[config.mk]
export PLATFORM = sky130hd
export DESIGN_NAME = uart_byte_queue
export DESIGN_NICKNAME = d
export VERILOG_FILES = /design/src/rtl/ubq_pkg.sv /design/src/rtl/ubq_ctrl.sv /design/src/rtl/ubq_store.sv /design/src/rtl/ubq_status.sv /design/src/rtl/uart_byte_queue.sv
export SDC_FILE = /design/constraint.sdc
export NUM_CORES = 1
export LEC_CHECK = 0
export ABC_AREA = 1
export BUFFER_PORTS_ARGS = -buffer_cell sky130_fd_sc_hd__buf_2
export CAP_MARGIN = 20
export CORE_MARGIN = 5
export CORE_UTILIZATION = 35
export CTS_CLUSTER_DIAMETER = 150
export DETAILED_ROUTE_END_ITERATION = 10
export GPL_TIMING_DRIVEN = 1
export PLACE_DENSITY_LB_ADDON = 0.3
export SLEW_MARGIN = 30
export SYNTH_ARGS = -nofsm -noshare
export SYNTH_HDL_FRONTEND = slang
export SYNTH_SLANG_ARGS = --single-unit
[constraint.sdc]
create_clock -name clk -period 5.3 [get_ports clk]
set_input_delay 0.265 -clock clk [delete_from_list [all_inputs] [get_ports clk]]
set_output_delay 0.265 -clock clk [all_outputs]
set_load 0.01 [all_outputs]
[src/rtl/ubq_pkg.sv]
package ubq_pkg;

    typedef enum logic [1:0] {
        ST_EMPTY   = 2'd0,
        ST_PARTIAL = 2'd1,
        ST_FULL    = 2'd2
    } ubq_state_e;

    // effective log2 depth: requested value forced into 2..10
    function automatic int clamp_log(input int req);
        if (req < 2)  return 2;
        if (req > 10) return 10;
        return req;
    endfunction

endpackage

[src/rtl/ubq_ctrl.sv]
module ubq_ctrl
    import ubq_pkg::*;
#(
    parameter int LW = 4
) (
    input  logic          clk,
    input  logic          rst,
    input  logic          wr_en,
    input  logic          rd_en,
    output logic          store,
    output logic          pop,
    output logic          bypass,
    output logic [LW-1:0] wr_ptr,
    output logic [LW-1:0] rd_ptr,
    output logic [LW:0]   count,
    output logic          err,
    output logic          not_empty
);
    localparam int          DEPTH = 1 << LW;
    localparam int          CW    = LW + 1;
    localparam logic [CW-1:0] FULLV = CW'(DEPTH);
    localparam logic [CW-1:0] LASTV = CW'(DEPTH - 1);
    localparam logic [CW-1:0] ONEV  = CW'(1);

    ubq_state_e state_q, state_d;
    logic       is_empty, is_full, underflow, overflow;

    // state register
    always_ff @(posedge clk) begin
        if (rst) state_q <= ST_EMPTY;
        else     state_q <= state_d;
    end

    // next state
    always_comb begin
        state_d = state_q;
        unique case (state_q)
            ST_EMPTY: begin
                if (store && !pop) state_d = ST_PARTIAL;
            end
            ST_PARTIAL: begin
                if (store && !pop && count == LASTV)     state_d = ST_FULL;
                else if (pop && !store && count == ONEV) state_d = ST_EMPTY;
            end
            ST_FULL: begin
                if (pop && !store) state_d = ST_PARTIAL;
            end
            default: state_d = ST_EMPTY;
        endcase
    end

    // outputs decoded from state
    always_comb begin
        is_empty  = (state_q == ST_EMPTY);
        is_full   = (state_q == ST_FULL);
        bypass    = wr_en && rd_en && is_empty;
        pop       = rd_en && !is_empty;
        store     = wr_en && !bypass && (!is_full || rd_en);
        underflow = rd_en && !wr_en && is_empty;
        overflow  = wr_en && !rd_en && is_full;
        not_empty = !is_empty;
    end

    // pointers, occupancy, sticky error
    always_ff @(posedge clk) begin
        if (rst) begin
            wr_ptr <= '0;
            rd_ptr <= '0;
            count  <= '0;
            err    <= 1'b0;
        end else begin
            if (store) wr_ptr <= wr_ptr + 1'b1;
            if (pop)   rd_ptr <= rd_ptr + 1'b1;
            if (store && !pop)      count <= count + 1'b1;
            else if (pop && !store) count <= count - 1'b1;
            err <= err | underflow | overflow;
        end
    end

    AST_COUNT_BOUND: assert property (@(posedge clk) disable iff (rst)
        count <= FULLV);
    AST_STATE_COUNT: assert property (@(posedge clk) disable iff (rst)
        (state_q == ST_EMPTY) == (count == '0));
    AST_FULL_STATE: assert property (@(posedge clk) disable iff (rst)
        (state_q == ST_FULL) == (count == FULLV));
    AST_ERR_STICKY: assert property (@(posedge clk) disable iff (rst)
        err |=> err);
    AST_UNDERFLOW_FLAG: assert property (@(posedge clk) disable iff (rst)
        (is_empty && rd_en && !wr_en) |=> (err && count == '0));
    AST_OVERFLOW_DROP: assert property (@(posedge clk) disable iff (rst)
        (is_full && wr_en && !rd_en) |=> (err && count == FULLV));
    AST_FULL_PASS: assert property (@(posedge clk) disable iff (rst)
        (is_full && wr_en && rd_en) |=> (count == FULLV));

endmodule

[src/rtl/ubq_store.sv]
module ubq_store #(
    parameter int LW     = 4,
    parameter int DATA_W = 8
) (
    input  logic              clk,
    input  logic              rst,
    input  logic              store,
    input  logic [LW-1:0]     wr_ptr,
    input  logic [DATA_W-1:0] wr_data,
    input  logic              pop,
    input  logic [LW-1:0]     rd_ptr,
    input  logic              bypass,
    output logic [DATA_W-1:0] rd_data
);
    localparam int DEPTH = 1 << LW;

    logic [DATA_W-1:0] mem [DEPTH];

    always_ff @(posedge clk) begin
        if (store) mem[wr_ptr] <= wr_data;
    end

    always_ff @(posedge clk) begin
        if (rst)         rd_data <= '0;
        else if (bypass) rd_data <= wr_data;
        else if (pop)    rd_data <= mem[rd_ptr];
    end

endmodule

[src/rtl/ubq_status.sv]
module ubq_status #(
    parameter int LW      = 4,
    parameter bit RX_SIDE = 1'b1
) (
    input  logic [LW:0]  count,
    output logic [15:0]  status
);
    localparam int            DEPTH = 1 << LW;
    localparam int            CW    = LW + 1;
    localparam logic [CW-1:0] HALF  = CW'(DEPTH / 2);
    localparam logic [CW-1:0] FULLV = CW'(DEPTH);

    logic [1:0] irq;

    generate
        if (RX_SIDE) begin : g_rx
            assign irq = {count > HALF, count != '0};
        end else begin : g_tx
            assign irq = {count < HALF, count < FULLV};
        end
    endgenerate

    always_comb begin
        status            = '0;
        status[15:12]     = 4'(LW);
        status[LW+1:2]    = count[LW-1:0];
        status[1:0]       = irq;
    end

endmodule

[src/rtl/uart_byte_queue.sv]
module uart_byte_queue
    import ubq_pkg::*;
#(
    parameter int LOG_DEPTH_REQ = 4,
    parameter bit RX_SIDE       = 1'b1,
    parameter int DATA_W        = 8
) (
    input  logic              clk,
    input  logic              rst,
    input  logic              wr_en,
    input  logic [DATA_W-1:0] wr_data,
    input  logic              rd_en,
    output logic [DATA_W-1:0] rd_data,
    output logic              not_empty,
    output logic              err,
    output logic [15:0]       status
);
    localparam int LW = clamp_log(LOG_DEPTH_REQ);

    logic          store, pop, bypass;
    logic [LW-1:0] wr_ptr, rd_ptr;
    logic [LW:0]   count;

    ubq_ctrl #(.LW(LW)) u_ctrl (
        .clk       (clk),
        .rst       (rst),
        .wr_en     (wr_en),
        .rd_en     (rd_en),
        .store     (store),
        .pop       (pop),
        .bypass    (bypass),
        .wr_ptr    (wr_ptr),
        .rd_ptr    (rd_ptr),
        .count     (count),
        .err       (err),
        .not_empty (not_empty)
    );

    ubq_store #(.LW(LW), .DATA_W(DATA_W)) u_store (
        .clk     (clk),
        .rst     (rst),
        .store   (store),
        .wr_ptr  (wr_ptr),
        .wr_data (wr_data),
        .pop     (pop),
        .rd_ptr  (rd_ptr),
        .bypass  (bypass),
        .rd_data (rd_data)
    );

    ubq_status #(.LW(LW), .RX_SIDE(RX_SIDE)) u_status (
        .count  (count),
        .status (status)
    );

    AST_EMPTY_BYPASS: assert property (@(posedge clk) disable iff (rst)
        (!not_empty && wr_en && rd_en)
        |=> (rd_data == $past(wr_data) && !not_empty));
    AST_EMPTY_HOLD: assert property (@(posedge clk) disable iff (rst)
        (!not_empty && rd_en && !wr_en) |=> $stable(rd_data));
    AST_SIZE_FIELD: assert property (@(posedge clk) disable iff (rst)
        status[15:12] >= 4'd2 && status[15:12] <= 4'd10);

endmodule

Yosys cells after proc, flatten, opt, wreduce, memory -nomap -nowiden
Memories as Yosys holds them, arrays and structs flattened. A register that Yosys moved wholly into a read port is not among the register bits.
Index checks and enable logic that the tools add are counted.

operators by class
  add/subtract/negate cells = 4
  $lt $le $gt $ge = 1
  equality and inequality tests = 7
  mux-type cells = 13
  bitwise gates (word level) = 2
  reduce and logical (&&, ||, !) cells = 26

operators by type and width
  kind                                                                  count
  8-bit two-way mux                                                     2
  1-bit logical AND                                                     13
  5-bit two-way mux                                                     2
  4-bit by 1-bit adder with 4-bit output, second input constant         2
  2-bit two-way mux                                                     4
  4-bit two-way mux                                                     2
  1-bit zero test                                                       7
  2-bit case mux with 3 select lines                                    1
  5-bit by 1-bit adder with 5-bit output, second input constant         1
  5-bit by 1-bit == test with 1-bit output, second input constant       1
  5-bit by 4-bit == test with 1-bit output, second input constant       1
  5-bit by 4-bit > comparator with 1-bit output, second input constant  1
  5-bit nonzero test                                                    1
  5-bit by 1-bit subtractor with 5-bit output, second input constant    1
  2-bit != test, second input constant                                  2
  2-bit nonzero test                                                    2
  3-bit by 1-bit != test with 1-bit output, second input constant       1
  3-bit AND reduction                                                   1
  2-bit by 1-bit == test with 1-bit output, second input constant       1
  2-bit == test, second input constant                                  1
  2-bit zero test                                                       1
  1-bit two-way mux                                                     2
  1-bit OR                                                              2
  1-bit logical OR                                                      1

storage, ports and cells
  flip-flop bits (word level) = 24
  RAM bits = 128
  memories = 1

memories
  name         depth  width  rd ports  clocked after Yosys merged registers in  wr ports  line             text
  u_store.mem  16     8      1         1                                        1         ubq_store.sv:17  logic [DATA_W-1:0] mem [DEPTH];

Longest topological paths before layout
Gate-level depths: netlist of the first run.

  word-level depth = 11
  depth in mapped cells = 11
  gate-level depth less buffers = 10

By module
Synthesis of the first run repeated with hierarchy kept, for this count alone.

unflattened totals
  cell total of the unflattened synthesis = 634
  area, all modules = 6,648.9 um^2

modules (own cells, without submodules)
  module      times used  cells each  area an instance (um^2)  sequential area each (um^2)
  ubq_store   1           487         5,576.6                  4,003.8
  ubq_ctrl    1           126         935.9                    320.3
  ubq_status  1           21          136.4                    0.0

Least setup slack after synthesis of the first run
No wires, ideal clock.

  kind = flip-flop to flip-flop
  from = reg u_ctrl.state_q[1]
  to = reg u_ctrl.count[3]
  data arrival time = 1.627 ns
  path slack = 3.603 ns
  cell stages (with the launch flop) = 9
  buffers on the path = 2
  clock period less this slack = 1.697 ns
  path through = dfxtp_1 nor2_4 nor2_4 buf_2 ha_1 clkbuf_1 o31ai_1 o21ai_0 a21oi_1

between the ends
  elaborated cells on any way between the ends = 16
  those cells by class = eq/ne (1); mux (1); reduce/logical (14)

RTL lines
  element                                                         line                   text
  from (decl)                                                     ubq_ctrl.sv:25         ubq_state_e state_q, state_d;
  from (signal assigned)                                          ubq_ctrl.sv:31         else state_q <= state_d;
  2-bit zero test (*)                                             ubq_ctrl.sv:54         is_empty = (state_q == ST_EMPTY);
  1-bit zero test (*)                                             ubq_ctrl.sv:57         pop = rd_en && !is_empty;
  1-bit logical AND (*)                                           ubq_ctrl.sv:57
  net pop                                                         uart_byte_queue.sv:20  logic store, pop, bypass;
  1-bit zero test                                                 ubq_ctrl.sv:74         if (store && !pop) count <= count + 1'b1;
  1-bit logical AND                                               ubq_ctrl.sv:74
  5-bit two-way mux / 2-bit nonzero test (equally long branches)  --
  to (signal assigned)                                            ubq_ctrl.sv:74
  to (signal assigned)                                            ubq_ctrl.sv:75         else if (pop && !store) count <= count - 1'b1;
  to (decl)                                                       ubq_ctrl.sv:15         output logic [LW:0] count,

The timed path passes the listed nets; every way through them passes the cells marked *.
A chain may end at the register's enable or synchronous reset.

Final worst setup path of the first run
  from = reg u_ctrl.state_q[1]
  to = mem u_store.mem[14][2], enable pin

between the ends
  longest elaborated chain between the ends = 7
  elaborated cells on any way between the ends = 10
  those cells by class = eq/ne (1); mux (2); reduce/logical (7)

ends and longest elaborated chain
  element                                      line                   text
  2-bit zero test                              ubq_ctrl.sv:54
  1-bit logical AND                            ubq_ctrl.sv:56         bypass = wr_en && rd_en && is_empty;
  1-bit zero test                              ubq_ctrl.sv:58         store = wr_en && !bypass && (!is_full || rd_en);
  1-bit logical AND                            ubq_ctrl.sv:58
  1-bit logical AND (*)                        ubq_ctrl.sv:58
  net store                                    uart_byte_queue.sv:20
  1-bit two-way mux (*)                        ubq_store.sv:20        if (store) mem[wr_ptr] <= wr_data;
  1-bit two-way mux (implied by the code) (*)  ubq_store.sv:20
  to (decl)                                    ubq_store.sv:17

Marks and branches as above.

==> PnR_summary.wiki, run 1 <==
{| class="wikitable"
! Metric !! Value
|-
| Wire length reported by the detailed router || 15,800 um
|-
| Hold_buf cts || 0
|-
| Post-placement setup slack || 3.14 ns
|-
| Total number of H-tree levels || 4
|-
| Horizontal extent of the die || 151 um
|-
| Status || finished, final reports clean
|-
| Main synth FF type || edfxtp_1
|-
| Cell accounting for the most synthesized area || edfxtp_1
|-
| Number of placement rows || 51
|-
| Final setup violation count || 0
|-
| Met2 capacity usage during global routing || 0.241
|-
| Post_cts resized || 0
|-
| Final routed DRC violation total || 0
|-
| Post-synthesis area per instance || 9.85 um^2
|-
| Worst setup margin || ~3.2 ns
|-
| Average via count per standard cell || 4.65
|-
| Tightest hold margin || 0.0597 ns
|-
| Count of distinct cell types in the synthesized netlist || 30
|-
| Met3 track utilization from global routing || 0.0330
|-
| CTS clock-pin slew for the worst setup and hold paths || around 0.060 ns
|-
| Global routing's busiest layer || met2
|-
| WP data arrival || 2.18 ns
|-
| Asr flop ratio synth || 0
|-
| Wirelength per Cell || 15.8 um
|-
| Met1 track demand over resource || 0.183
|-
| Post-DRT Antenna Nets || 0
|-
| Fraction of post-synthesis cell area in the top cell type by area || 0.549
|-
| Detailed-router iteration count before antenna repair || 5
|-
| Via count of the first global-routing pass || 4,408
|-
| Portion of the clock cycle consumed by the worst path in the final layout || 0.403
|-
| NumNets Final || 746
|-
| Final Hold Fails || 0
|-
| Critical Setup Path Class || reg -> reg
|-
| Power per standard cell area || 381 nW/um^2
|-
| Post-detail-place hpwl || 9870 um
|-
| Fraction of layout instances using a drive strength above 1 || 0.114
|-
| Die outline area || 22,900 um^2
|-
| Top fanout value on the critical path || 8
|-
| Starting density of the core || 0.357
|-
| Tightest Hold Check Type || in -> reg
|-
| Element type at the critical path end || register
|-
| TritonCTS clock tree || built
|-
| Largest voltage drop on the vdd net || 215 uV
|-
| Routed vias || 4,648
|-
| TritonCTS Sinks || 156
|-
| Maximum number of pins on one net before global-route repair || 65
|-
| Total grt overflow || 0
|-
| Count of boundary I/O pins || 38
|-
| Max-slew violation total from the final report || 0
|-
| Root Buffer || clkbuf_16
|-
| Cell area after technology mapping || 7000 um^2
|-
| Placer congestion estimate || roughly 0.8
|-
| Static leakage || 3.25 nW
|-
| Setup TNS || 0 ns
|-
| Worst slew margin || 0.369
|-
| Required arrival time at the worst endpoint || about 5.4 ns
|-
| CP startpoint kind || register
|-
| Count of port buffers added during placement || 27
|-
| Proportion of synthesized chip area in sequential cells || 0.629
|-
| Actual transition at the worst max-transition pin || 0.943 ns
|-
| Top area cells in the synthesized netlist || edfxtp_1 (55%), nand2_1 (12%), dfxtp_1 (8.0%)
|-
| Clock tree buffer depth || 2
|-
| Post-synth EDFFs || approximately 130
|-
| Maximum capacitance violations || 0
|-
| Die height || roughly 150 um
|-
| GRT Total Usage || 0.143
|-
| Area after detailed placement || 7220 um^2
|-
| Area growth from synthesis to final layout || 13.1%
|-
| Count of yosys warnings during synthesis || 0
|-
| Source-to-sink clock delay at the later pin of the worst-skew pair || 0.42 ns
|-
| # fillers || 1,927
|-
| Count of state elements after synthesis || 156
|-
| Utilization of the core after routing || 0.404
|-
| Fin crit period || 2.14 ns
|-
| Number of diodes added for antenna fixing || 0
|-
| Global-route wire length before repair || 24,400 um
|-
| Number of buffers inserted during clock tree synthesis || 17
|-
| 1st-iter DRT viols || 488
|-
| Achievable frequency || 468 MHz
|-
| RSZ-0062 raised after global routing || no
|-
| Core Box Area || a little under 20,000 um^2
|-
| Number of setup buffers added after CTS || 0
|-
| Cell area after layout || 7920 um^2
|-
| Initial antenna violation count || 0
|-
| Worst Skew || 0.00624 ns
|-
| Synthesized netlist cell count || 711
|}
metrics by stage:
step,power (mW),instances
2_1_floorplan,1.56,719
3_3_place_gp,1.62,968
3_5_place_dp,1.62,968
4_1_cts,3.03,1000
5_1_grt,3.12,1000
6_report,3.02,1000
report_power, final:
part	internal [mW]	switching, mW	leakage (nW)
Clock	0.953	0.474	0.336
Combinational	0.0716	0.157	1.53
Sequential	1.35	0.0152	1.38
worst max-delay path, cell delays in order, from the launching register on:
cell	delay, ns
dfxtp_1	0.42
nor2_4	0.08
nand2_2	0.09
nand3_2	0.14
inv_1	0.16
nand2_1	0.14
nor2_1	0.74
registers in the layout, indices dropped and copies added, names as in the netlist, named ones only:
register	count
u_ctrl.rd_ptr	4
u_ctrl.wr_ptr	4
u_store.mem	128
u_store.rd_data	8
u_ctrl.count	5
u_ctrl.state_q	2
u_ctrl.err	1
final timing paths:
check | start | endpoint | slack (ns) | depth (start not counted)
setup / recovery | u_ctrl.state_q[1] | u_store.mem[14][2] | 3.16 | 6
hold / removal | rst | u_ctrl.state_q[0] | 0.06 | 2
setup reg to reg | u_ctrl.state_q[1] | u_store.mem[14][2] | 3.16 | 6
hold reg to reg | u_ctrl.count[4] | u_ctrl.count[4] | 0.46 | 2
cells in the mapped netlist, types with 2 or more instances:
| cell | number |
|---|---|
| buf_6 | 4 |
| nor2_4 | 2 |
| conb_1 | 2 |
| clkbuf_1 | 3 |
| inv_2 | 3 |
| or2_2 | 8 |
| ha_1 | 12 |
| o21ai_0 | 21 |
| dfxtp_1 | 28 |
| buf_2 | 18 |
| a21oi_2 | 8 |
| nor2_1 | 25 |
| inv_1 | 89 |
| o211ai_1 | 2 |
| o21ai_1 | 2 |
| nand4_1 | 2 |
| a21oi_1 | 16 |
| buf_4 | 17 |
| edfxtp_1 | 128 |
| nand3_1 | 95 |
| buf_1 | 2 |
| nand2_1 | 216 |
layout make-up:
cell class,instances,area (um^2),area share
flip-flops and latches,156,4410,0.556
multi-input cells,426,1990,0.251
clock buffers,20,457,0.0577
inverters,92,348,0.0439
well taps,265,332,0.0419
clock inverters,12,240,0.0303
repair buffers,29,150,0.0190
logic make-up (layout without fill, tap and decap cells):
group           Yosys count  count (layout)  share of synthesized area
simple gates            352             352                      0.213
flops                   156             156                      0.629
fa+ha+maj                12              12                     0.0214
xor+xnor                  2               2                    0.00250
buf+inv                 137             153                     0.0917
other cells               2              10                    0.00107
compound gates           50              50                     0.0411
placed cells by master, fill, tap and decap left out, types with 12 or more instances in the layout:
master | synthesis | layout
ha_1 | 12 | 12
inv_1 | 89 | 89
edfxtp_1 | 128 | 128
dfxtp_1 | 28 | 27
buf_2 | 18 | 27
nor2_1 | 25 | 25
clkbuf_16 | 0 | 17
a21oi_1 | 16 | 16
nand3_1 | 95 | 95
nand2_1 | 216 | 216
o21ai_0 | 21 | 21
metal layers:
layer  vias to the layer above  routed length (um)
met3                        20                 699
met2                       113                7760
met5                         -                   0
met4                         0                 191
met1                      2192                7140
li1                       2323                   -
(Power assumes the default switching activity.)
==> run 2, diff against run 1 <==
==> constraint.sdc (replaced) <==
create_clock -name clk -period 1.8 [get_ports clk]
set_input_delay 0.09 -clock clk [delete_from_list [all_inputs] [get_ports clk]]
set_output_delay 0.09 -clock clk [all_outputs]
set_load 0.01 [all_outputs]
==> run 2 against run 1 <==
Clock-buffer cell count down 2. Via count up 1.2%. Global-route usage down 0.068 points. Critical path type unchanged. Largest power group is now sequential cells.
==> PnR_summary.wiki, run 2 (synthesis gave the netlist of run 1 again) <==
{| class="wikitable"
! Metric !! Value
|-
| Status || finished, final reports clean
|-
| Most common cell after layout, fill and taps aside || nand2_1
|-
| Element type at the critical path end || register
|-
| Cell area after layout || 8040 um^2 (+1.5%)
|-
| Leading cell types in the layout, fill and taps excluded || nand2_1 (216), edfxtp_1 (128), nand3_1 (95), inv_1 (88), buf_4 (28)
|-
| Top fanout value on the critical path || 6 (-2)
|-
| Max reg flops || 128 (unchanged)
|-
| Count of port buffers added during placement || 27 (unchanged)
|-
| Horizontal extent of the die || 151 um (unchanged)
|-
| 1st-iter DRT viols || 340 (-30%)
|-
| TritonCTS clock tree || built
|-
| Routed vias || 4,703 (+1.2%)
|-
| TritonCTS Sinks || 156 (unchanged)
|-
| Met3 track utilization from global routing || 0.0321 (-0.000892)
|-
| Utilization of the core after routing || 0.410 (+0.00607)
|-
| Area growth from synthesis to final layout || 14.8%
|-
| Power share of the combinational group || 0.088 (+0.012)
|-
| Via count of the first global-routing pass || 4,591 (+4.2%)
|-
| Area after detailed placement || 7450 um^2 (+3.2%)
|-
| Power per standard cell area || 1010 nW/um^2 (+160%)
|-
| Post-DRT Antenna Nets || 0 (unchanged)
|-
| Total number of H-tree levels || 4 (unchanged)
|-
| Maximum capacitance violations || 0 (unchanged)
|-
| NumNets Final || 775 (+3.9%)
|-
| Tightest Hold Check Type || in -> reg
|-
| Critical Setup Path Class || reg -> reg
|-
| Biggest register || u_store.mem
|-
| Non-filler instance count after layout || 1,029 (+2.9%)
|-
| Number of placement rows || 51 (unchanged)
|-
| Detailed-router iteration count before antenna repair || 4 (-1)
|-
| Fraction of layout instances using a drive strength above 1 || 0.147 (+0.0323)
|-
| Switching share of power || 0.233 (+0.0186)
|-
| Core Box Area || 19,600 um^2 (unchanged)
|-
| Die outline area || 22,900 um^2 (unchanged)
|-
| Met1 track demand over resource || 0.178 (-0.00555)
|-
| Number of setup buffers added after CTS || 0 (unchanged)
|-
| Instance count after placement with tap cells included || 996 (+2.9%)
|-
| Post-detail-place hpwl || 10,300 um (+4.7%)
|-
| Maximum number of pins on one net before global-route repair || 49 (-25%)
|-
| Initial antenna violation count || 0 (unchanged)
|-
| Portion of the clock cycle consumed by the worst path in the final layout || 0.915 (+0.512)
|-
| Number of buffers inserted during clock tree synthesis || 17 (unchanged)
|-
| Final Hold Fails || 0 (unchanged)
|-
| # fillers || 1,940 (+0.67%)
|-
| Global routing's busiest layer || met2
|-
| Clock share of power || 0.416 (-0.056)
|-
| Sequential share of power || 0.495 (+0.043)
|-
| CTS clock-pin slew for the worst setup and hold paths || 0.06 ns (about the same)
|-
| Final routed DRC violation total || 0 (unchanged)
|-
| Met2 capacity usage during global routing || 0.243 (+0.00156)
|-
| WP data arrival || 2.00 ns (-0.18 ns)
|-
| Starting density of the core || 0.357 (unchanged)
|-
| Static leakage || 3.34 nW (+2.8%)
|-
| Achievable frequency || 607 MHz (+30%)
|-
| Largest registers || u_store.mem: 128 flops, u_store.rd_data: 8 flops, u_ctrl.count: 5 flops
|-
| CP startpoint kind || register
|-
| Number of diodes added for antenna fixing || 0 (unchanged)
|-
| Worst slew margin || 0.593 (+0.225)
|-
| Worst Skew || 0.0143 ns (+0.00803 ns)
|-
| Placer congestion estimate || 0.782 (-3.4%)
|-
| Wire length reported by the detailed router || 15,600 um (-1.4%)
|-
| Hold path depth || 3 (+1)
|-
| Source-to-sink clock delay at the later pin of the worst-skew pair || 0.42 ns (about the same)
|-
| Die height || 151 um (unchanged)
|-
| Final setup violation count || 0 (unchanged)
|-
| Average via count per standard cell || 4.57 (-1.7%)
|-
| Actual transition at the worst max-transition pin || 0.609 ns (-0.334 ns)
|-
| Final total power || 8.12 mW (+170%)
|-
| Largest voltage drop on the vdd net || 679 uV (+220%)
|-
| Max-slew violation total from the final report || 0 (unchanged)
|-
| Clock tree buffer depth || 2 (unchanged)
|-
| GRT Total Usage || 0.142 (-0.000683)
|-
| Cell Int Power || 6.23 mW (+160%)
|-
| Tightest hold margin || 0.0414 ns (-0.0183 ns)
|-
| Root Buffer || clkbuf_16
|-
| Fin crit period || 1.65 ns (-0.489 ns)
|-
| Wirelength per Cell || 15.1 um (-4.2%)
|-
| Total grt overflow || 0 (unchanged)
|-
| Count of boundary I/O pins || 38 (unchanged)
|-
| Number of cells on the worst reg-to-reg path || 9 (+3)
|-
| Net Sw Power || 1.89 mW (+190%)
|-
| Global-route wire length before repair || 24,300 um (-0.42%)
|-
| Required arrival time at the worst endpoint || 2.15 ns (-3.20 ns)
|}
run 2: cell types whose count changed in the layout (fill, tap and decap cells not counted), sizes merged:
cell | before | now
dlygate4sd3 | 0 | 1
inv | 92 | 93
clkbuf | 20 | 18
clkinv | 3 | 9
buf | 29 | 57
bufinv | 7 | 2
run 2: area by class of cell:
type	count	area, um^2	area share
clock buffer	18	429	0.0534
clock inverter	14	128	0.0159
inverter	92	345	0.0430
multi-input combinational	426	2000	0.249
sequential	156	4410	0.548
tap	265	332	0.0413
timing repair buffer	58	395	0.0492
run 2: path summary, 6_finish.rpt:
kind                      from          endpoint  slack (ns)
min reg2reg    u_ctrl.count[4]   u_ctrl.count[4]        0.46
max          u_ctrl.state_q[1]   u_ctrl.count[3]        0.15
max reg2reg  u_ctrl.state_q[1]   u_ctrl.count[3]        0.15
min                      wr_en  u_ctrl.wr_ptr[1]        0.04
run 2: metrics by stage:
stage	setup WS (ns)	setup TNS, ns
after floorplan	0.103	0
after global placement	0.0862	0
after detailed placement	0.0478	0
after CTS	0.0343	0
after global routing	-0.0565	-0.0565
final	0.153	0
run 2: power by group through the flow:
stage / combinational (mW) / clock, mW / sequential, mW
final: 0.718 / 3.38 / 4.02
after global routing: 0.808 / 3.59 / 4.03
after CTS: 0.722 / 3.45 / 4.02
after detailed placement: 0.717 / 0 / 4.10
after global placement: 0.713 / 0 / 4.10
after floorplan: 0.493 / 0 / 4.10
run 2: worst max-delay path, stage by stage, from the launching register on:
cell and delay [ns]:
dfxtp_1 0.39, nor2_4 0.07, nand2_2 0.10, nand3_4 0.11
inv_2 0.11, ha_2 0.22, nand3_1 0.10, o31ai_2 0.22
o21ai_0 0.12, a21oi_1 0.15
run 2: repair_timing:
action                                  CTS  global route
hold endpoints to repair                  4             0
endpoints found under the setup margin    0            68
hold buffers                              1             0
resized for setup                         0             5
run 2: layer usage:
metal  share of wire  vias to the layer above
met3           0.032                       15
met2            0.51                       87
met1            0.44                     2229
met5               0                        -
li1                -                     2372
met4           0.015                        0
